File: config.mk
export PLATFORM = sky130hd
export DESIGN_NAME = sdram_init_seq
export DESIGN_NICKNAME = d
export VERILOG_FILES = /design/src/rtl/sdram_init_pkg.sv /design/src/rtl/sdram_init_timer.sv /design/src/rtl/sdram_init_ctrl.sv /design/src/rtl/sdram_cmd_drv.sv /design/src/rtl/sdram_init_seq.sv
export SDC_FILE = /design/constraint.sdc
export NUM_CORES = 1
export LEC_CHECK = 0
export CAP_MARGIN = 15
export CORE_MARGIN = 10
export CORE_UTILIZATION = 34
export CTS_CLUSTER_SIZE = 40
export DETAILED_ROUTE_END_ITERATION = 16
export PLACE_DENSITY = 0.65
export RECOVER_POWER = 25
export SLEW_MARGIN = 10
export SYNTH_ARGS = -nofsm -noshare
export SYNTH_HDL_FRONTEND = slang
export SYNTH_SLANG_ARGS = --single-unit
File: constraint.sdc
create_clock -name clk -period 1.9 [get_ports clk]
set_input_delay 0.57 -clock clk [delete_from_list [all_inputs] [get_ports clk]]
set_output_delay 0.57 -clock clk [all_outputs]
set_load 0.02 [all_outputs]
File: src/rtl/sdram_init_pkg.sv
// Package: shared command codes, sequencer phases and the mode word helper.
// Assumes the command bus order {cs_n, ras_n, cas_n, we_n}.
package sdram_init_pkg;

    typedef enum logic [3:0] {
        CMD_NOP = 4'b0111,
        CMD_PRE = 4'b0010,
        CMD_REF = 4'b0001,
        CMD_MRS = 4'b0000
    } cmd_t;

    typedef enum logic [2:0] {
        PH_HOLD,
        PH_PRE,
        PH_PRE_GAP,
        PH_REF,
        PH_REF_GAP,
        PH_MRS,
        PH_MRS_GAP,
        PH_READY
    } phase_t;

    // Packs the four mode fields into the nine-bit address word.
    function automatic logic [8:0] pack_mode(input logic [2:0] bl, input logic bt,
                                             input logic [2:0] cl, input logic [1:0] op);
        return {op, cl, bt, bl};
    endfunction

    // Larger of two integers, used to size counters.
    function automatic int imax(input int a, input int b);
        return (a > b) ? a : b;
    endfunction

endpackage

File: src/rtl/sdram_init_timer.sv
// Module: down-counting interval timer.
// Loading value V makes 'expired' true after V-1 further cycles; it then
// holds at one. Assumes every loaded or reset value is at least 2.
module sdram_init_timer #(
    parameter int WIDTH   = 17,
    parameter int RST_VAL = 2
) (
    input  logic             clk,
    input  logic             rst_n,
    input  logic             load,
    input  logic [WIDTH-1:0] load_val,
    output logic             expired
);
    logic [WIDTH-1:0] count_q;

    // Counter: reset to the start-up value, reload on request, else count down to one.
    always_ff @(posedge clk) begin
        if (!rst_n) begin
            count_q <= WIDTH'(RST_VAL);
        end else if (load) begin
            count_q <= load_val;
        end else if (count_q > WIDTH'(1)) begin
            count_q <= count_q - WIDTH'(1);
        end
    end

    // Expiry flag: the current interval ends this cycle.
    always_comb expired = (count_q <= WIDTH'(1));

endmodule

File: src/rtl/sdram_init_ctrl.sv
// Module: phase machine of the start-up sequence.
// Selects one command per cycle (NOP when idle), reloads the timer on each
// command and counts the refreshes still owed. Assumes gaps of two or more.
module sdram_init_ctrl
    import sdram_init_pkg::*;
#(
    parameter int TW            = 17,
    parameter int CW            = 5,
    parameter int TRP_CYCLES    = 8,
    parameter int TRC_CYCLES    = 23,
    parameter int TRSC_CYCLES   = 2,
    parameter int REFRESH_COUNT = 8
) (
    input  logic          clk,
    input  logic          rst_n,
    input  logic          expired,
    output logic          tmr_load,
    output logic [TW-1:0] tmr_val,
    output cmd_t          cmd_sel,
    output logic          done
);
    phase_t        phase_q, phase_d;
    logic [CW-1:0] refs_left_q;

    // Next phase: command phases last one cycle, gap phases wait for the timer.
    always_comb begin
        phase_d = phase_q;
        unique case (phase_q)
            PH_HOLD:    if (expired) phase_d = PH_PRE;
            PH_PRE:     phase_d = PH_PRE_GAP;
            PH_PRE_GAP: if (expired) phase_d = PH_REF;
            PH_REF:     phase_d = PH_REF_GAP;
            PH_REF_GAP: if (expired) phase_d = (refs_left_q == '0) ? PH_MRS : PH_REF;
            PH_MRS:     phase_d = PH_MRS_GAP;
            PH_MRS_GAP: if (expired) phase_d = PH_READY;
            default:    phase_d = PH_READY;
        endcase
    end

    // Timer reload: each command arms the gap that must follow it.
    always_comb begin
        tmr_load = 1'b1;
        unique case (phase_q)
            PH_PRE:  tmr_val = TW'(TRP_CYCLES - 1);
            PH_REF:  tmr_val = TW'(TRC_CYCLES - 1);
            PH_MRS:  tmr_val = TW'(TRSC_CYCLES - 1);
            default: begin
                tmr_load = 1'b0;
                tmr_val  = '0;
            end
        endcase
    end

    // Command select: only the one-cycle command phases leave NOP.
    always_comb begin
        unique case (phase_q)
            PH_PRE:  cmd_sel = CMD_PRE;
            PH_REF:  cmd_sel = CMD_REF;
            PH_MRS:  cmd_sel = CMD_MRS;
            default: cmd_sel = CMD_NOP;
        endcase
    end

    // Completion flag for the output stage.
    always_comb done = (phase_q == PH_READY);

    // Phase register.
    always_ff @(posedge clk) begin
        if (!rst_n) phase_q <= PH_HOLD;
        else        phase_q <= phase_d;
    end

    // Refresh budget: set at precharge, one less per refresh issued.
    always_ff @(posedge clk) begin
        if (!rst_n)                  refs_left_q <= '0;
        else if (phase_q == PH_PRE)  refs_left_q <= CW'(REFRESH_COUNT);
        else if (phase_q == PH_REF)  refs_left_q <= refs_left_q - CW'(1);
    end

endmodule

File: src/rtl/sdram_cmd_drv.sv
// Module: registered pin stage.
// Turns the selected command into pin levels, bank and address values, so
// every output comes straight from a flop. Holds clock enable and masks high.
module sdram_cmd_drv
    import sdram_init_pkg::*;
(
    input  logic       clk,
    input  logic       rst_n,
    input  cmd_t       cmd_sel,
    input  logic       done,
    input  logic [8:0] mode_word,
    output logic       cke,
    output logic       cs_n,
    output logic       ras_n,
    output logic       cas_n,
    output logic       we_n,
    output logic [1:0] dqm,
    output logic       ba,
    output logic [8:0] addr,
    output logic       ready
);
    logic [8:0] addr_d;

    // Address value for the chosen command.
    always_comb begin
        unique case (cmd_sel)
            CMD_PRE: addr_d = 9'h100;
            CMD_MRS: addr_d = mode_word;
            default: addr_d = '0;
        endcase
    end

    // Output flops: NOP, masks high and not ready while in reset.
    always_ff @(posedge clk) begin
        if (!rst_n) begin
            {cs_n, ras_n, cas_n, we_n} <= CMD_NOP;
            cke   <= 1'b1;
            dqm   <= 2'b11;
            ba    <= 1'b0;
            addr  <= '0;
            ready <= 1'b0;
        end else begin
            {cs_n, ras_n, cas_n, we_n} <= cmd_sel;
            cke   <= 1'b1;
            dqm   <= 2'b11;
            ba    <= 1'b0;
            addr  <= addr_d;
            ready <= done;
        end
    end

endmodule

File: src/rtl/sdram_init_seq.sv
// Module: top of the power-up sequencer.
// Puts the timer, the phase machine and the pin stage together. All delays
// are cycle counts of at least 2; REFRESH_COUNT must be 8 or more.
module sdram_init_seq
    import sdram_init_pkg::*;
#(
    parameter int WAIT_CYCLES      = 125000,
    parameter int TRP_CYCLES       = 8,
    parameter int TRC_CYCLES       = 23,
    parameter int TRSC_CYCLES      = 2,
    parameter int REFRESH_COUNT    = 8,
    parameter int BURST_LEN_CODE   = 3,
    parameter int BURST_INTERLEAVE = 0,
    parameter int CAS_LAT_CODE     = 2,
    parameter int OP_MODE_CODE     = 0
) (
    input  logic       clk,
    input  logic       rst_n,
    output logic       cke,
    output logic       cs_n,
    output logic       ras_n,
    output logic       cas_n,
    output logic       we_n,
    output logic [1:0] dqm,
    output logic       ba,
    output logic [8:0] addr,
    output logic       ready
);
    localparam int MAX_GAP = imax(imax(WAIT_CYCLES, TRP_CYCLES), imax(TRC_CYCLES, TRSC_CYCLES));
    localparam int TW      = $clog2(MAX_GAP + 1);
    localparam int CW      = $clog2(REFRESH_COUNT + 1);
    localparam logic [8:0] MODE_WORD = pack_mode(3'(BURST_LEN_CODE), 1'(BURST_INTERLEAVE),
                                                 3'(CAS_LAT_CODE), 2'(OP_MODE_CODE));

    logic          expired;
    logic          tmr_load;
    logic [TW-1:0] tmr_val;
    cmd_t          cmd_sel;
    logic          done;

    sdram_init_timer #(
        .WIDTH   (TW),
        .RST_VAL (WAIT_CYCLES - 1)
    ) u_timer (
        .clk      (clk),
        .rst_n    (rst_n),
        .load     (tmr_load),
        .load_val (tmr_val),
        .expired  (expired)
    );

    sdram_init_ctrl #(
        .TW            (TW),
        .CW            (CW),
        .TRP_CYCLES    (TRP_CYCLES),
        .TRC_CYCLES    (TRC_CYCLES),
        .TRSC_CYCLES   (TRSC_CYCLES),
        .REFRESH_COUNT (REFRESH_COUNT)
    ) u_ctrl (
        .clk      (clk),
        .rst_n    (rst_n),
        .expired  (expired),
        .tmr_load (tmr_load),
        .tmr_val  (tmr_val),
        .cmd_sel  (cmd_sel),
        .done     (done)
    );

    sdram_cmd_drv u_drv (
        .clk       (clk),
        .rst_n     (rst_n),
        .cmd_sel   (cmd_sel),
        .done      (done),
        .mode_word (MODE_WORD),
        .cke       (cke),
        .cs_n      (cs_n),
        .ras_n     (ras_n),
        .cas_n     (cas_n),
        .we_n      (we_n),
        .dqm       (dqm),
        .ba        (ba),
        .addr      (addr),
        .ready     (ready)
    );

endmodule

==> flow_summary.ini <==
[worst_setup_path]
start_kind = register
crit_path_start = u_drv.addr[5]
worstPathArrival_ns = 1.24
path_cells = clkdlybuf4s50_1
cp-end-kind = primary output
worstPathMaxFanout = 3
crit_path_max_incr_delay_ns = 0.61
r2r-start = u_timer.count_q[1]
critical_path_required_ns = 1.33
critPathTopFamily = buffers and inverters
worst_path_max_delay_cell = clkdlybuf4s50_1
worst-setup-path-type = register to primary output
timing.critical_path.buf_inv = 1

[clocking]
hold_buffers = 0
cts_sinks = 30
ctsResizeCount = 0
cts.clk_slew.worst_paths_ns = 0.07
clockRootBuffer = clkbuf_8
numCtsBuffers = 5
cts_setup_buffers = 0
cts_tree = built
clock_path_buffers = 2
htree_levels = 2
clk_latency_ns = 0.28

[timing]
final_max_slew_viol_count = 0
finalHoldViolCount = 0
fin_tns_setup_ns = 0
finalClockSkew_ns = 0.005315
setup_violations = 0
worst_slack_ns = 0.08973
final.period_utilization_pct = 95.28
fin_crit_ns = 1.810
fmax_mhz = 552.4
rsz0062_at_grt = no

[detailed_routing]
wl_per_cell_um = 12.59
viasPerCell = 4.849
postRouteAntennaNets = 0
drc = 0
via_count = 1159
finalWirelength_um = 3008
first_pass_iters = 4
drt_iter0_markers = 64

[global_route]
grt_first_pass_wirelength_um = 5071
grt_usage_pct = 8.254
grt_overflow = 0
grt_pass1_vias = 1127
grt_start_max_net_pins = 17
antenna_found_initial = 0

[worst_hold_path]
worstHoldPathType = register to register
hold_start = u_ctrl.phase_q[1]

[final_layout]
finalInstanceArea_mm2 = 0.001787
syn_to_final_growth_pct = 15.35
fillerInstances = 451
nets = 191
n_antenna_cell = 0
drive_above_1_share_pct = 12.30

[power]
leakage_nw = 0.7152
irDropWorstVdd_mv = 0.3127
p_per_area_mw_per_mm2 = 838.7

[yosys]
ys_seq_area_share_pct = 38.77
synth-compound-area-share_pct = 14.38
syn_area_per_cell_um2 = 8.751
synthDominantCellAreaShare_pct = 38.77
synth_mux_area_share_pct = 2.019
synth-adder-area-share_pct = 2.423
ys.warnings.count = 0
async_flop_share_pct = 0
yosysMostFrequentCell = dfxtp_1
netlist_area_mm2 = 0.001549
synth_top_flop_cell = dfxtp_1
yosys.area_share.simple_pct = 24.39
synthTopCellsByArea = dfxtp_1 39%, buf_4 5.8%, nor2_1 3.9%
syn_inst = 177
synth-xor-area-share_pct = 6.785
synth_edf_count = 0
synth_cell_types = 43
ys_seq_elements = 30
synth_top_family_by_area = simple AND/OR/NAND/NOR gates
synthTopCellsByCount = 30 x dfxtp_1, 16 x nor2_1, 12 x buf_4
post-synth-top-area-cell = dfxtp_1

[placement]
gp_congestion = 0.7781
portBuffers = 9
dp_hpwl_um = 2113
preCtsSetupSlack_ns = 0.1726
place_area_mm2 = 0.001647

[floorplan]
dieHeight_um = 87.50
fp.dieW_um = 87.50
core.rowCount = 24
die-area_mm2 = 0.007655
pin_count = 20
initial_core_util_pct = 35.33
core_mm2 = 0.004384

[run_status]
status = finished clean

[job]
cap_violations = 0
==> area by class of cell <==
type,count,area [um^2],area share (%)
Clock inverter,2,60.06,3.361
Timing Repair Buffer,17,147.6,8.263
Tap cell,52,65.06,3.641
Multi-Input combinational cell,127,812.0,45.45
Clock buffer,6,82.58,4.622
Sequential cell,30,600.6,33.61
Inverter,5,18.77,1.050
==> layer usage <==
| layer | global-route usage (%) | up-vias | share of wire [%] |
|---|---|---|---|
| met4 | 4.203 | 0 | 1.3 |
| li1 | - | 597 | - |
| met5 | 0 | - | 0 |
| met3 | 2.996 | 3 | 4.4 |
| met1 | 9.532 | 537 | 46 |
| met2 | 13.03 | 22 | 48 |
==> cells by family (layout without fill, tap and decap cells) <==
family	after synthesis	count (layout)
compound gates	34	34
xor+xnor	12	12
fa+ha+maj	3	3
buf+inv	28	30
flops	30	30
mux	3	3
other cells	2	10
simple gates	65	65
==> through the flow <==
step | total power, mW | std cells | hold slack (ns) | utilization [%]
6_report | 1.498 | 239 | 0.4875 | 40.75
5_1_grt | 1.550 | 239 | 0.5017 | 40.75
4_1_cts | 1.522 | 239 | 0.4823 | 40.81
3_5_place_dp | 0.7119 | 231 | 0.4733 | 37.56
3_3_place_gp | 0.7113 | 231 | 0.4617 | 37.56
2_1_floorplan | 0.7151 | 185 | 0.4482 | -
==> cell usage in the layout (no fill, tap or decap), types with 3 or more instances in the layout <==
| cell | count |
|---|---|
| conb_1 | 10 |
| a21o_1 | 3 |
| a21oi_1 | 5 |
| dfxtp_1 | 30 |
| ha_1 | 3 |
| nor2b_1 | 3 |
| or3_1 | 3 |
| clkbuf_8 | 6 |
| o21ai_0 | 9 |
| inv_1 | 5 |
| nand3_1 | 8 |
| nand2b_1 | 4 |
| nand2_1 | 11 |
| o21ai_1 | 4 |
| nor2_1 | 16 |
| clkdlybuf4s50_1 | 8 |
| and2_1 | 5 |
| o31ai_1 | 3 |
| xnor2_1 | 6 |
| xor2_1 | 6 |
| buf_4 | 7 |
==> power by group <==
| part | internal, mW | total [mW] | leakage, nW | switching, mW |
|---|---|---|---|---|
| Sequential | 0.635 | 0.641 | 0.243 | 0.00613 |
| Clock | 0.559 | 0.800 | 0.0714 | 0.241 |
| Combinational | 0.0158 | 0.0574 | 0.401 | 0.0416 |
| Total | 1.21 | 1.50 | 0.715 | 0.289 |
==> state kept, by name (all words and copies together) (netlist names) <==
name / flops
u_timer.count_q: 17
u_ctrl.refs_left_q: 4
u_ctrl.phase_q: 3
u_drv.ready: 1
u_drv.addr: 2
u_drv.cas_n: 1
u_drv.ras_n: 1
u_drv.we_n: 1
==> worst reg2reg max path, cell delays in order, from the launching register on <==
cell,delay [ns]
dfxtp_1,0.36
inv_1,0.08
ha_1,0.18
o21a_1,0.22
buf_4,0.18
nor4_1,0.33
xnor2_1,0.16
o21ai_1,0.07
==> final timing paths <==
| path | endpoint | slack [ns] | cells past startpoint |
|---|---|---|---|
| hold reg to reg | u_drv.ready | 0.49 | 2 |
| setup reg to reg | u_timer.count_q[16] | 0.21 | 7 |
| setup / recovery | addr[1] | 0.09 | 1 |
| hold / removal | u_drv.ready | 0.49 | 2 |
Power figures use the tool's default switching activity.
